--- src/rtl/spi_evt_pkg.sv ---
package spi_evt_pkg;
   localparam int REG_W      = 32;
   localparam int FLD_W      = 6;
   localparam int RXCNT_LSB  = 24;
   localparam int TXCNT_LSB  = 16;
   localparam int FLAG_LSB   = 8;   // bit 8 tx room, bit 9 rx data
   localparam int NFLAG      = 2;
   localparam int TXTHR_LSB  = 8;
   localparam int RXTHR_LSB  = 0;

   typedef enum logic [1:0] {
      SEL_MODE = 2'd0,
      SEL_EVT  = 2'd1,
      SEL_MASK = 2'd2,
      SEL_NONE = 2'd3
   } reg_sel_e;
endpackage

--- src/rtl/spi_evt_thresh.sv ---
module spi_evt_thresh #(
   parameter int LVL_W  = 6,
   parameter int RX_RST = 3,
   parameter int TX_RST = 4
) (
   input  logic             clk,
   input  logic             rst_n,
   input  logic             load_i,
   input  logic [LVL_W-1:0] rx_thr_d,
   input  logic [LVL_W-1:0] tx_thr_d,
   output logic [LVL_W-1:0] rx_thr_q,
   output logic [LVL_W-1:0] tx_thr_q
);
   localparam logic [LVL_W-1:0] RX_INIT = LVL_W'(RX_RST);
   localparam logic [LVL_W-1:0] TX_INIT = LVL_W'(TX_RST);

   always_ff @(posedge clk) begin
      if (!rst_n) begin
         rx_thr_q <= RX_INIT;
         tx_thr_q <= TX_INIT;
      end else if (load_i) begin
         rx_thr_q <= rx_thr_d;
         tx_thr_q <= tx_thr_d;
      end
   end
endmodule

--- src/rtl/spi_evt_flag.sv ---
module spi_evt_flag (
   input  logic clk,
   input  logic rst_n,
   input  logic set_i,
   input  logic clr_i,
   output logic flag_o
);
   always_ff @(posedge clk) begin
      if (!rst_n) flag_o <= 1'b0;
      else        flag_o <= set_i | (flag_o & ~clr_i);
   end
endmodule

--- src/rtl/spi_evt_irq.sv ---
module spi_evt_irq #(
   parameter int N = 2
) (
   input  logic         clk,
   input  logic         rst_n,
   input  logic [N-1:0] evt_i,
   input  logic [N-1:0] mask_i,
   output logic         irq_o
);
   always_ff @(posedge clk) begin
      if (!rst_n) irq_o <= 1'b0;
      else        irq_o <= |(evt_i & mask_i);
   end
endmodule

--- src/rtl/spi_evt_status.sv ---
module spi_evt_status
   import spi_evt_pkg::*;
#(
   parameter int LVL_W  = 6,
   parameter int RX_RST = 3,
   parameter int TX_RST = 4
) (
   input  logic             clk,
   input  logic             rst_n,
   input  logic [LVL_W-1:0] rx_level,
   input  logic [LVL_W-1:0] tx_level,
   input  logic             reg_we,
   input  logic [1:0]       reg_wsel,
   input  logic [REG_W-1:0] reg_wdata,
   input  logic [1:0]       reg_rsel,
   output logic [REG_W-1:0] reg_rdata,
   output logic             irq_o
);
   generate
      if (LVL_W < 1 || LVL_W > FLD_W) begin : g_bad_width
         $error("LVL_W must be between 1 and 6");
      end
      if (RX_RST >= (1 << LVL_W) || TX_RST >= (1 << LVL_W)) begin : g_bad_rst
         $error("watermark reset value does not fit LVL_W");
      end
   endgenerate

   logic             mode_wr, evt_wr, mask_wr;
   logic [LVL_W-1:0] rx_thr, tx_thr;
   logic [NFLAG-1:0] cond, clr, flags;
   logic [NFLAG-1:0] mask_q;

   assign mode_wr = reg_we && (reg_wsel == SEL_MODE);
   assign evt_wr  = reg_we && (reg_wsel == SEL_EVT);
   assign mask_wr = reg_we && (reg_wsel == SEL_MASK);

   spi_evt_thresh #(.LVL_W(LVL_W), .RX_RST(RX_RST), .TX_RST(TX_RST)) u_thr (
      .clk      (clk),
      .rst_n    (rst_n),
      .load_i   (mode_wr),
      .rx_thr_d (reg_wdata[RXTHR_LSB +: LVL_W]),
      .tx_thr_d (reg_wdata[TXTHR_LSB +: LVL_W]),
      .rx_thr_q (rx_thr),
      .tx_thr_q (tx_thr)
   );

   // index 0: transmit has room, index 1: receive has data
   assign cond[0] = (tx_level < tx_thr);
   assign cond[1] = (rx_level > rx_thr);

   generate
      for (genvar g = 0; g < NFLAG; g++) begin : g_flag
         assign clr[g] = evt_wr & reg_wdata[FLAG_LSB + g];
         spi_evt_flag u_flag (
            .clk    (clk),
            .rst_n  (rst_n),
            .set_i  (cond[g]),
            .clr_i  (clr[g]),
            .flag_o (flags[g])
         );
      end
   endgenerate

   always_ff @(posedge clk) begin
      if (!rst_n)       mask_q <= '0;
      else if (mask_wr) mask_q <= reg_wdata[FLAG_LSB +: NFLAG];
   end

   spi_evt_irq #(.N(NFLAG)) u_irq (
      .clk    (clk),
      .rst_n  (rst_n),
      .evt_i  (flags),
      .mask_i (mask_q),
      .irq_o  (irq_o)
   );

   logic [FLD_W-1:0] rx_fld, tx_fld, rxt_fld, txt_fld;
   always_comb begin
      rx_fld  = '0;
      tx_fld  = '0;
      rxt_fld = '0;
      txt_fld = '0;
      rx_fld[LVL_W-1:0]  = rx_level;
      tx_fld[LVL_W-1:0]  = tx_level;
      rxt_fld[LVL_W-1:0] = rx_thr;
      txt_fld[LVL_W-1:0] = tx_thr;
   end

   always_comb begin
      reg_rdata = '0;
      unique case (reg_rsel)
         SEL_MODE: begin
            reg_rdata[RXTHR_LSB +: FLD_W] = rxt_fld;
            reg_rdata[TXTHR_LSB +: FLD_W] = txt_fld;
         end
         SEL_EVT: begin
            reg_rdata[RXCNT_LSB +: FLD_W] = rx_fld;
            reg_rdata[TXCNT_LSB +: FLD_W] = tx_fld;
            reg_rdata[FLAG_LSB +: NFLAG]  = flags;
         end
         SEL_MASK: reg_rdata[FLAG_LSB +: NFLAG] = mask_q;
         default:  reg_rdata = '0;
      endcase
   end
endmodule

--- config.mk ---
export PLATFORM = sky130hd
export DESIGN_NAME = spi_evt_status
export DESIGN_NICKNAME = d
export VERILOG_FILES = /design/src/rtl/spi_evt_pkg.sv /design/src/rtl/spi_evt_thresh.sv /design/src/rtl/spi_evt_flag.sv /design/src/rtl/spi_evt_irq.sv /design/src/rtl/spi_evt_status.sv
export SDC_FILE = /design/constraint.sdc
export NUM_CORES = 1
export LEC_CHECK = 0
export ABC_AREA = 1
export ABC_CLOCK_PERIOD_IN_PS = 3280
export CORE_MARGIN = 3
export CORE_UTILIZATION = 38
export DETAILED_ROUTE_END_ITERATION = 7
export GPL_TIMING_DRIVEN = 0
export PLACE_DENSITY = 0.87
export SETUP_SLACK_MARGIN = 0.5
export SLEW_MARGIN = 25
export SYNTH_ARGS = -nofsm -noshare
export SYNTH_HDL_FRONTEND = slang
export SYNTH_SLANG_ARGS = --single-unit
--- constraint.sdc ---
create_clock -name clk -period 3.28 [get_ports clk]
set_input_delay 0.328 -clock clk [delete_from_list [all_inputs] [get_ports clk]]
set_output_delay 0.328 -clock clk [all_outputs]
set_load 0.02 [all_outputs]
==> results.cfg, run 1 <==
[timing]
tns_ns = 0
rsz0062_at_grt = no
post-route-period-util_pct = 72.56
max_freq_ghz = 0.4202
setup_viol = 0
clock_skew_ns = 0.001302
hold_viol_final = 0
period_needed_ns = 2.380
slew_viol_final = 0

[placed_design]
post_dp_cell_area_mm2 = 0.001871
dpl.hpwl_um = 2485
port_buffers = 55
routabilityCongestion = 0.7676

[synth]
synth_largest_area_cell = dfxtp_1
async_flop_share_pct = 0
ys.flop_type = dfxtp_1
yosys-top-cells-count = inv_1, nand2_1, nor2_1, dfxtp_1, a21oi_1
synth_edf_count = 0
synthTopCellsByArea = dfxtp_1, inv_1, ha_1
syn_area_per_cell_um2 = 7.119
synth_seq_cells = 17
yosysWarnings = 0
ys_seq_area_share_pct = 27.47
synth_most_common_cell = inv_1
synth_top_area_share_pct = 27.47
syn_area_mm2 = 0.001239
synth_cell_types = 19
synthCells = 174

[layout]
final_cell_area_mm2 = 0.001897
drive_above_1_share_pct = 11.25
area_delta_synth_final_pct = 53.13
nNetsFinal = 303
antenna_cells = 0
fillers = 294

[critical_path]
worstPathArrival_ns = 2.05
startpoint_type = input port
path_class = in -> out
path_max_fanout = 10
crit_path_max_incr_delay_ns = 0.60
critPathMostFrequentCell = clkdlybuf4s50_1
worstPathRequired_ns = 2.95
cp_slowest_cell = clkdlybuf4s50_1
endpoint_kind = primary output
setup.worst_path.end = reg_rdata[24]
regToRegSetupSlack_ns = 2.04
reg2reg_depth = 8
path_cells = clkdlybuf4s50_1, inv_1, or2_1, buf_6, buf_12, nor2_4, clkdlybuf4s50_1
r2r_start = u_thr.rx_thr_q[5]
reg2reg_to = g_flag[1].u_flag.flag_o
crit_start = reg_rsel[0]

[drt]
post_drt_wl_per_cell_um = 10.47
viasPerCell = 4.306
via_count = 1223
drtPass1Iterations = 6
drc = 0
ant_nets = 0
routed_wl_um = 2974
drt_iter0_drc = 33

[global_route]
grt_max_degree = 11
antenna_found_initial = 0
grt.overflow.total = 0
grt_pass1_vias = 1165
grt_usage_pct = 15.79
grt_first_pass_wirelength_um = 5126

[run]
cap_violations = 0

[clocking]
hold_buffers = 0
h-tree-depth = 1
cts_tree = built
clkSlewWorstSetupHoldPaths_ns = 0.09
clk_latency_ns = 0.29
cts_inserted_buffers = 3
cts_resized = 0
cts-root-buf = clkbuf_4
cts_sinks = 17
cts_setup_buffers = 0
clock_path_buffers = 2

[floorplan]
core_area_mm2 = 0.003078
die_x_um = 63.10
rows = 20
ios = 84
die_area_mm2 = 0.003981
start_util_pct = 40.24
fp.dieH_um = 63.10

[power_and_ir_drop]
p_leak_nw = 0.8655
power_density_mw_per_mm2 = 273.0
ir_worst_vdd_mv = 0.2659
finalPower_mw = 0.5179

[hold_path]
min_path_type = reg -> reg

[run_status]
status = complete, no violations
## where the power goes
| part | switching, mW | total, mW | leakage (nW) | internal [mW] |
|---|---|---|---|---|
| Combinational | 0.0924 | 0.184 | 0.711 | 0.0913 |
| Sequential | 0.00504 | 0.223 | 0.140 | 0.218 |
| Clock | 0.0636 | 0.111 | 0.0150 | 0.0473 |
## worst min-delay path by stage
stage / start / to / slack (ns) / cells after the start
6_report: mask_q[1] / mask_q[1] / 0.47 / 2
5_1_grt: mask_q[1] / mask_q[1] / 0.51 / 2
4_1_cts: mask_q[0] / mask_q[0] / 0.47 / 2
3_5_place_dp: mask_q[0] / mask_q[0] / 0.46 / 2
3_3_place_gp: mask_q[1] / mask_q[1] / 0.45 / 2
2_1_floorplan: mask_q[1] / mask_q[1] / 0.44 / 2
## cell families (layout without fill, tap and decap cells)
logic type | count (synthesis) | after routing | share of synthesized area, %
AOI/OAI and AO/OA | 34 | 34 | 15.15
adders and majority gates | 11 | 11 | 11.11
buffers and inverters | 52 | 111 | 20.91
DFF | 17 | 17 | 27.48
other | 1 | 8 | 0.3027
and+or+nand+nor | 59 | 59 | 25.05
## sequential cells by signal, indices dropped and copies added, names as in the netlist
signal / count
mask_q: 2
u_thr.tx_thr_q: 6
u_irq.irq_o: 1
g_flag.u_flag.flag_o: 2
u_thr.rx_thr_q: 6
## placed cells by master (no fill, tap or decap)
cell type	instances
nand2_1	22
ha_1	11
clkdlybuf4s50_1	55
a21oi_1	16
dfxtp_1	17
o211ai_1	3
inv_1	39
or2_1	1
nand3_1	7
o221ai_1	2
conb_1	8
o21ai_0	12
a21o_1	1
nor2_1	18
buf_6	2
nand2_2	1
buf_2	2
clkbuf_1	1
buf_4	8
clkbuf_4	3
nor2_4	10
buf_12	1
## metal layers
| metal | up-vias | track usage (%) | wire (um) |
|---|---|---|---|
| li1 | 661 | - | - |
| met1 | 527 | 18.95 | 1287 |
| met2 | 33 | 28.85 | 1518 |
| met3 | 2 | 4.100 | 156 |
| met4 | 0 | 1.653 | 12 |
| met5 | - | 0 | 0 |
## metrics by stage
| stage | setup slack (ns) | hold slack, ns | util [%] | cells |
|---|---|---|---|---|
| final | 0.9000 | 0.4681 | 61.63 | 284 |
| after global routing | 0.8292 | 0.5127 | 61.63 | 284 |
| after CTS | 0.8902 | 0.4704 | 61.63 | 284 |
| after detailed placement | 0.8921 | 0.4555 | 60.77 | 280 |
| after global placement | 0.9113 | 0.4534 | 60.77 | 280 |
| after floorplan | 1.869 | 0.4370 | - | 181 |
## critical path: cells and delay by family
family	cells	cell delay [ns]
AND/OR/NAND/NOR	2	0.29
buffers and inverters	5	1.42
## cell type report
cell class              count  area (um^2)  share of cell area (%)
well taps                  44        55.05                   2.902
inverters                  39        146.4                   7.718
multi-input cells         112        665.6                   35.09
plain buffers              13        112.6                   5.937
flip-flops and latches     17        340.3                   17.94
clock buffers               4        26.28                   1.385
repair buffers             55        550.5                   29.02
Power figures use the tool's default switching activity.
==> inputs of run 2 (changes only) <==
ABC_CLOCK_PERIOD_IN_PS = 2220   (was 3280)
CORE_UTILIZATION = 36   (was 38)
PLACE_DENSITY = 0.83   (was 0.87)
clock period = 2.22 ns   (was 3.28 ns; I/O delays follow)
==> run 2 against run 1 <==
  * Clock power increased by 49%
  * Sequential cell count is the same
  * Critical path depth is 6 lower
  * Sequential share of layout area is 0.20 points higher
  * Design area is 1.1% lower
  * Critical path type is now reg -> out
  * Critical endpoint is now irq_o
  * Highest routed layer is now met3
==> results.cfg, run 2 (synthesis gave the netlist of run 1 again) <==
[clocking]
cts_sinks = 17
clk_latency_ns = 0.29
cts-root-buf = clkbuf_4
cts_setup_buffers = 0
clock_path_buffers = 2
h-tree-depth = 1
cts_tree = built
cts_inserted_buffers = 3
clkSlewWorstSetupHoldPaths_ns = 0.10

[floorplan]
rows = 20
start_util_pct = 38.98
core_area_mm2 = 0.003178
fp.dieH_um = 64.66
die_x_um = 64.66
die_area_mm2 = 0.004181
ios = 84

[timing]
clock_skew_ns = 0.008438
setup_viol = 0
post-route-period-util_pct = 64.73
tns_ns = 0
period_needed_ns = 1.437
setup_slack_ns = 0.7829
rsz0062_at_grt = no
hold_viol_final = 0
slew_viol_final = 0
max_freq_ghz = 0.6958

[layout]
drive_above_1_share_pct = 18.33
final_cell_area_mm2 = 0.001876
layout_commonest_cell = inv_1
area_delta_synth_final_pct = 51.41
nNetsFinal = 303
antenna_cells = 0
layout_common_cells = inv_1, clkdlybuf4s50_1, nand2_1
final_cell_count_no_fill = 284
finish.utilization_pct = 59.02
fillers = 317
largestRegisters = u_thr.rx_thr_q (6), u_thr.tx_thr_q (6)

[power_and_ir_drop]
p_clk_share_pct = 21.7
ir_worst_vdd_mv = 0.3179
power_frac_seq_pct = 43.5
comb_power_share_pct = 34.7
p_leak_nw = 0.9429
power_density_mw_per_mm2 = 404.5
internal_power_mw = 0.5164
p_switching_mw = 0.2423
netSwitchingFraction_pct = 31.93

[drt]
drc = 0
ant_nets = 0
routed_wl_um = 3049
viasPerCell = 4.296
drtPass1Iterations = 4
post_drt_wl_per_cell_um = 10.74
drt_iter0_drc = 17
via_count = 1220

[placed_design]
dpl.hpwl_um = 2494
port_buffers = 55
post_dp_cell_area_mm2 = 0.001871
routabilityCongestion = 0.7808
dp.cells = 280
preCtsSetupSlack_ns = 0.04224

[critical_path]
path_buf_inv = 1
crit_start = u_irq.irq_o
worstPathArrival_ns = 1.22
setup.worst_path.end = irq_o
regToRegSetupSlack_ns = 0.96
path_class = reg -> out
reg2reg_depth = 8
path_max_fanout = 1
reg2reg_to = g_flag[1].u_flag.flag_o
worstPathRequired_ns = 2.00
path_cells = clkdlybuf4s50_1
cp_slowest_cell = clkdlybuf4s50_1
crit_path_max_incr_delay_ns = 0.59
endpoint_kind = primary output
crit_family = buffers and inverters
cp.depth = 1
r2r_start = u_thr.rx_thr_q[5]
startpoint_type = flop

[hold_path]
min_path_type = reg -> reg

[run_status]
status = complete, no violations

[global_route]
grt_usage_pct = 14.72
grt_first_pass_wirelength_um = 4885
grt.overflow.total = 0
grt_max_degree = 11
antenna_found_initial = 0
grt_pass1_vias = 1119

[run]
cap_violations = 0
-- run 2: power by group through the flow --
stage	Clock, mW	Combinational, mW	Sequential, mW
floorplan	0	0.155	0.336
global placement	0	0.266	0.337
detailed placement	0	0.273	0.338
CTS	0.172	0.264	0.331
global route	0.182	0.294	0.332
finish	0.165	0.263	0.330
-- run 2: stage by stage --
stage | hold slack, ns | total power [mW]
3_5_place_dp | 0.4611 | 0.6102
5_1_grt | 0.5170 | 0.8075
6_report | 0.4731 | 0.7587
2_1_floorplan | 0.3524 | 0.4915
3_3_place_gp | 0.4533 | 0.6030
4_1_cts | 0.4769 | 0.7667
-- run 2: layer usage --
layer  vias up  part of all wire [%]  track usage [%]
li1        654                     -                -
met5         -                     0                0
met4         0                     0            1.583
met2        37                    51            27.19
met3         0                   6.4            3.466
met1       529                    43            17.74
-- run 2: area by class of cell --
type | instances | area, um^2 | share of cell area (%)
plain buffers | 13 | 115.1 | 6.137
clock buffers | 3 | 22.52 | 1.201
clock inverters | 1 | 5.005 | 0.2668
inverters | 39 | 146.4 | 7.805
multi-input cells | 112 | 665.6 | 35.49
flip-flops and latches | 17 | 340.3 | 18.15
well taps | 44 | 55.05 | 2.935
repair buffers | 55 | 525.5 | 28.02
-- run 2: worst min-delay path by stage --
| stage | from | to | cells past startpoint |
|---|---|---|---|
| 2_1_floorplan | reg_wdata[0] | u_thr.rx_thr_q[0] | 2 |
| 3_3_place_gp | mask_q[1] | mask_q[1] | 2 |
| 3_5_place_dp | mask_q[1] | mask_q[1] | 2 |
| 4_1_cts | mask_q[1] | mask_q[1] | 2 |
| 5_1_grt | u_thr.rx_thr_q[2] | u_thr.rx_thr_q[2] | 2 |
| 6_report | mask_q[1] | mask_q[1] | 2 |
-- run 2: what timing repair did --
| action | in CTS | in global routing |
|---|---|---|
| hold buffers | 0 | 0 |
| setup endpoints to repair | 24 | 24 |
| resized for setup | 73 | 16 |
-- run 2: worst min-delay path, cell delays in order, from the launching register on --
cell	delay, ns
dfxtp_1	0.34
inv_1	0.05
a21oi_1	0.05
==> inputs of run 3 (changes only) <==
ABC_CLOCK_PERIOD_IN_PS = 1300   (was 2220)
CORE_UTILIZATION = 32   (was 36)
PLACE_DENSITY = 0.79   (was 0.83)
clock period = 1.3 ns   (was 2.22 ns; I/O delays follow)
==> run 3 against run 2 <==
  * Count of clock-buffer cells in the layout grew 1
  * Sequential cell count stayed put
  * Via count grew 8.8%
  * Final cell count grew 6.7%
  * Clock skew shrank 0.0077 ns
  * Sequential share of layout area fell by 3.3 points
  * Design area up 27%
  * Clock power is 140% higher
  * Setup slack lost 0.67 ns
  * Total power is 110% higher
  * First-iteration DRC count increased by 65%
  * Critical path depth rose by 7
  * Largest cell class unchanged
==> results.cfg, run 3 (synthesis gave the netlist of run 1 again) <==
[global_route]
met2_usage_pct = 28.88
grt-busiest-layer = met2
antenna_found_initial = 0
grt_first_pass_wirelength_um = 5540
use_met3_pct = 3.941
met1_usage_pct = 19.17
grt_usage_pct = 15.82
grt_max_degree = 11
grt_pass1_vias = 1239
grt.overflow.total = 0

[drt]
routed_wl_um = 3742
post_drt_wl_per_cell_um = 12.35
drc = 0
via_count = 1327
ant_nets = 0
viasPerCell = 4.380
drt_iter0_drc = 28
drtPass1Iterations = 3

[timing]
rsz0062_at_grt = yes
max_freq_ghz = 0.8442
slew_viol_final = 0
setup_viol = 0
clock_skew_ns = 0.0007843
hold_viol_final = 0
holdWs_ns = 0.2511
post-route-period-util_pct = 91.12
period_needed_ns = 1.185
tns_ns = 0

[run]
cap_violations = 0

[placed_design]
port_buffers = 55
dpl.hpwl_um = 2548
dp.cells = 282
routabilityCongestion = 0.8154

[clocking]
cts_sinks = 17
clk_latency_ns = 0.25
clock_path_buffers = 2
clkSlewWorstSetupHoldPaths_ns = 0.07
cts_inserted_buffers = 3
cts_tree = built
hold_buffers = 0
cts-root-buf = clkbuf_8
h-tree-depth = 1

[layout]
area_delta_synth_final_pct = 92.02
nNetsFinal = 320
antenna_cells = 0
layout_common_cells = buf_6, inv_1, nor2_4
multiInputGateArea_um2 = 909.6
layout_commonest_cell = buf_6
final_cell_count_no_fill = 303
fillers = 331
drive_above_1_share_pct = 48.25
largestRegisters = u_thr.rx_thr_q (6), u_thr.tx_thr_q (6)
seq_area_um2 = 354.1

[power_and_ir_drop]
ir_worst_vdd_mv = 0.6190
power_density_mw_per_mm2 = 672.9
finalPower_mw = 1.601
p_leak_nw = 1.072

[run_status]
status = complete, no violations

[floorplan]
die_area_mm2 = 0.004653
fp.dieH_um = 68.22
rows = 21
die_x_um = 68.22
ios = 84
start_util_pct = 35.18
core_area_mm2 = 0.003521

[critical_path]
startpoint_type = flop
regToRegSetupSlack_ns = 0.12
endpoint_kind = flop
path_class = reg -> reg
worstPathRequired_ns = 1.49
worstPathArrival_ns = 1.37
path_max_fanout = 3

[hold_path]
min_path_type = in -> reg
## run 3: worst paths after layout
path | startpoint | depth (start not counted) | endpoint
setup reg to reg | u_thr.rx_thr_q[3] | 8 | g_flag[1].u_flag.flag_o
setup / recovery | u_thr.rx_thr_q[3] | 8 | g_flag[1].u_flag.flag_o
hold reg to reg | mask_q[1] | 2 | mask_q[1]
hold / removal | reg_wsel[1] | 3 | mask_q[0]
## run 3: layout make-up
class | instances | area share (%)
plain buffers | 13 | 5.471
clock buffers | 4 | 1.894
well taps | 46 | 2.420
inverters | 39 | 6.575
repair buffers | 71 | 30.51
multi-input cells | 113 | 38.24
flip-flops and latches | 17 | 14.89
## run 3: what timing repair did
action | CTS | global route
pin swaps | 20 | 9
buffers inserted | 7 | 7
setup endpoints to repair | 42 | 34
gates cloned | 3 | 0
gates resized for setup | 198 | 20
## run 3: through the flow
stage	setup slack (ns)	cell area (um^2)	utilization (%)
floorplan	0.2316	1468	-
global placement	-0.7084	2076	58.96
detailed placement	-0.7259	2076	58.96
CTS	0.1331	2268	64.43
global route	0.03700	2379	67.56
finish	0.1154	2379	67.56
## run 3: where the power goes
group / switching (mW) / leakage, nW / internal, mW
combinational: 0.315 / 0.907 / 0.314
clock: 0.179 / 0.0228 / 0.217
sequential: 0.0200 / 0.142 / 0.555
total: 0.514 / 1.07 / 1.09
## run 3: layer usage
| metal | part of all wire, % | up-vias |
|---|---|---|
| li1 | - | 695 |
| met1 | 41 | 594 |
| met2 | 53 | 36 |
| met3 | 5.8 | 2 |
| met4 | 0.21 | 0 |
| met5 | 0 | - |
## run 3: worst max-delay path, cell delays in order (launching register included)
cell	delay [ns]
dfxtp_2	0.33
inv_2	0.05
ha_4	0.26
nand2_2	0.06
nor2_4	0.11
nand2_1	0.06
nand3_1	0.06
nand2_1	0.08
a21oi_2	0.11
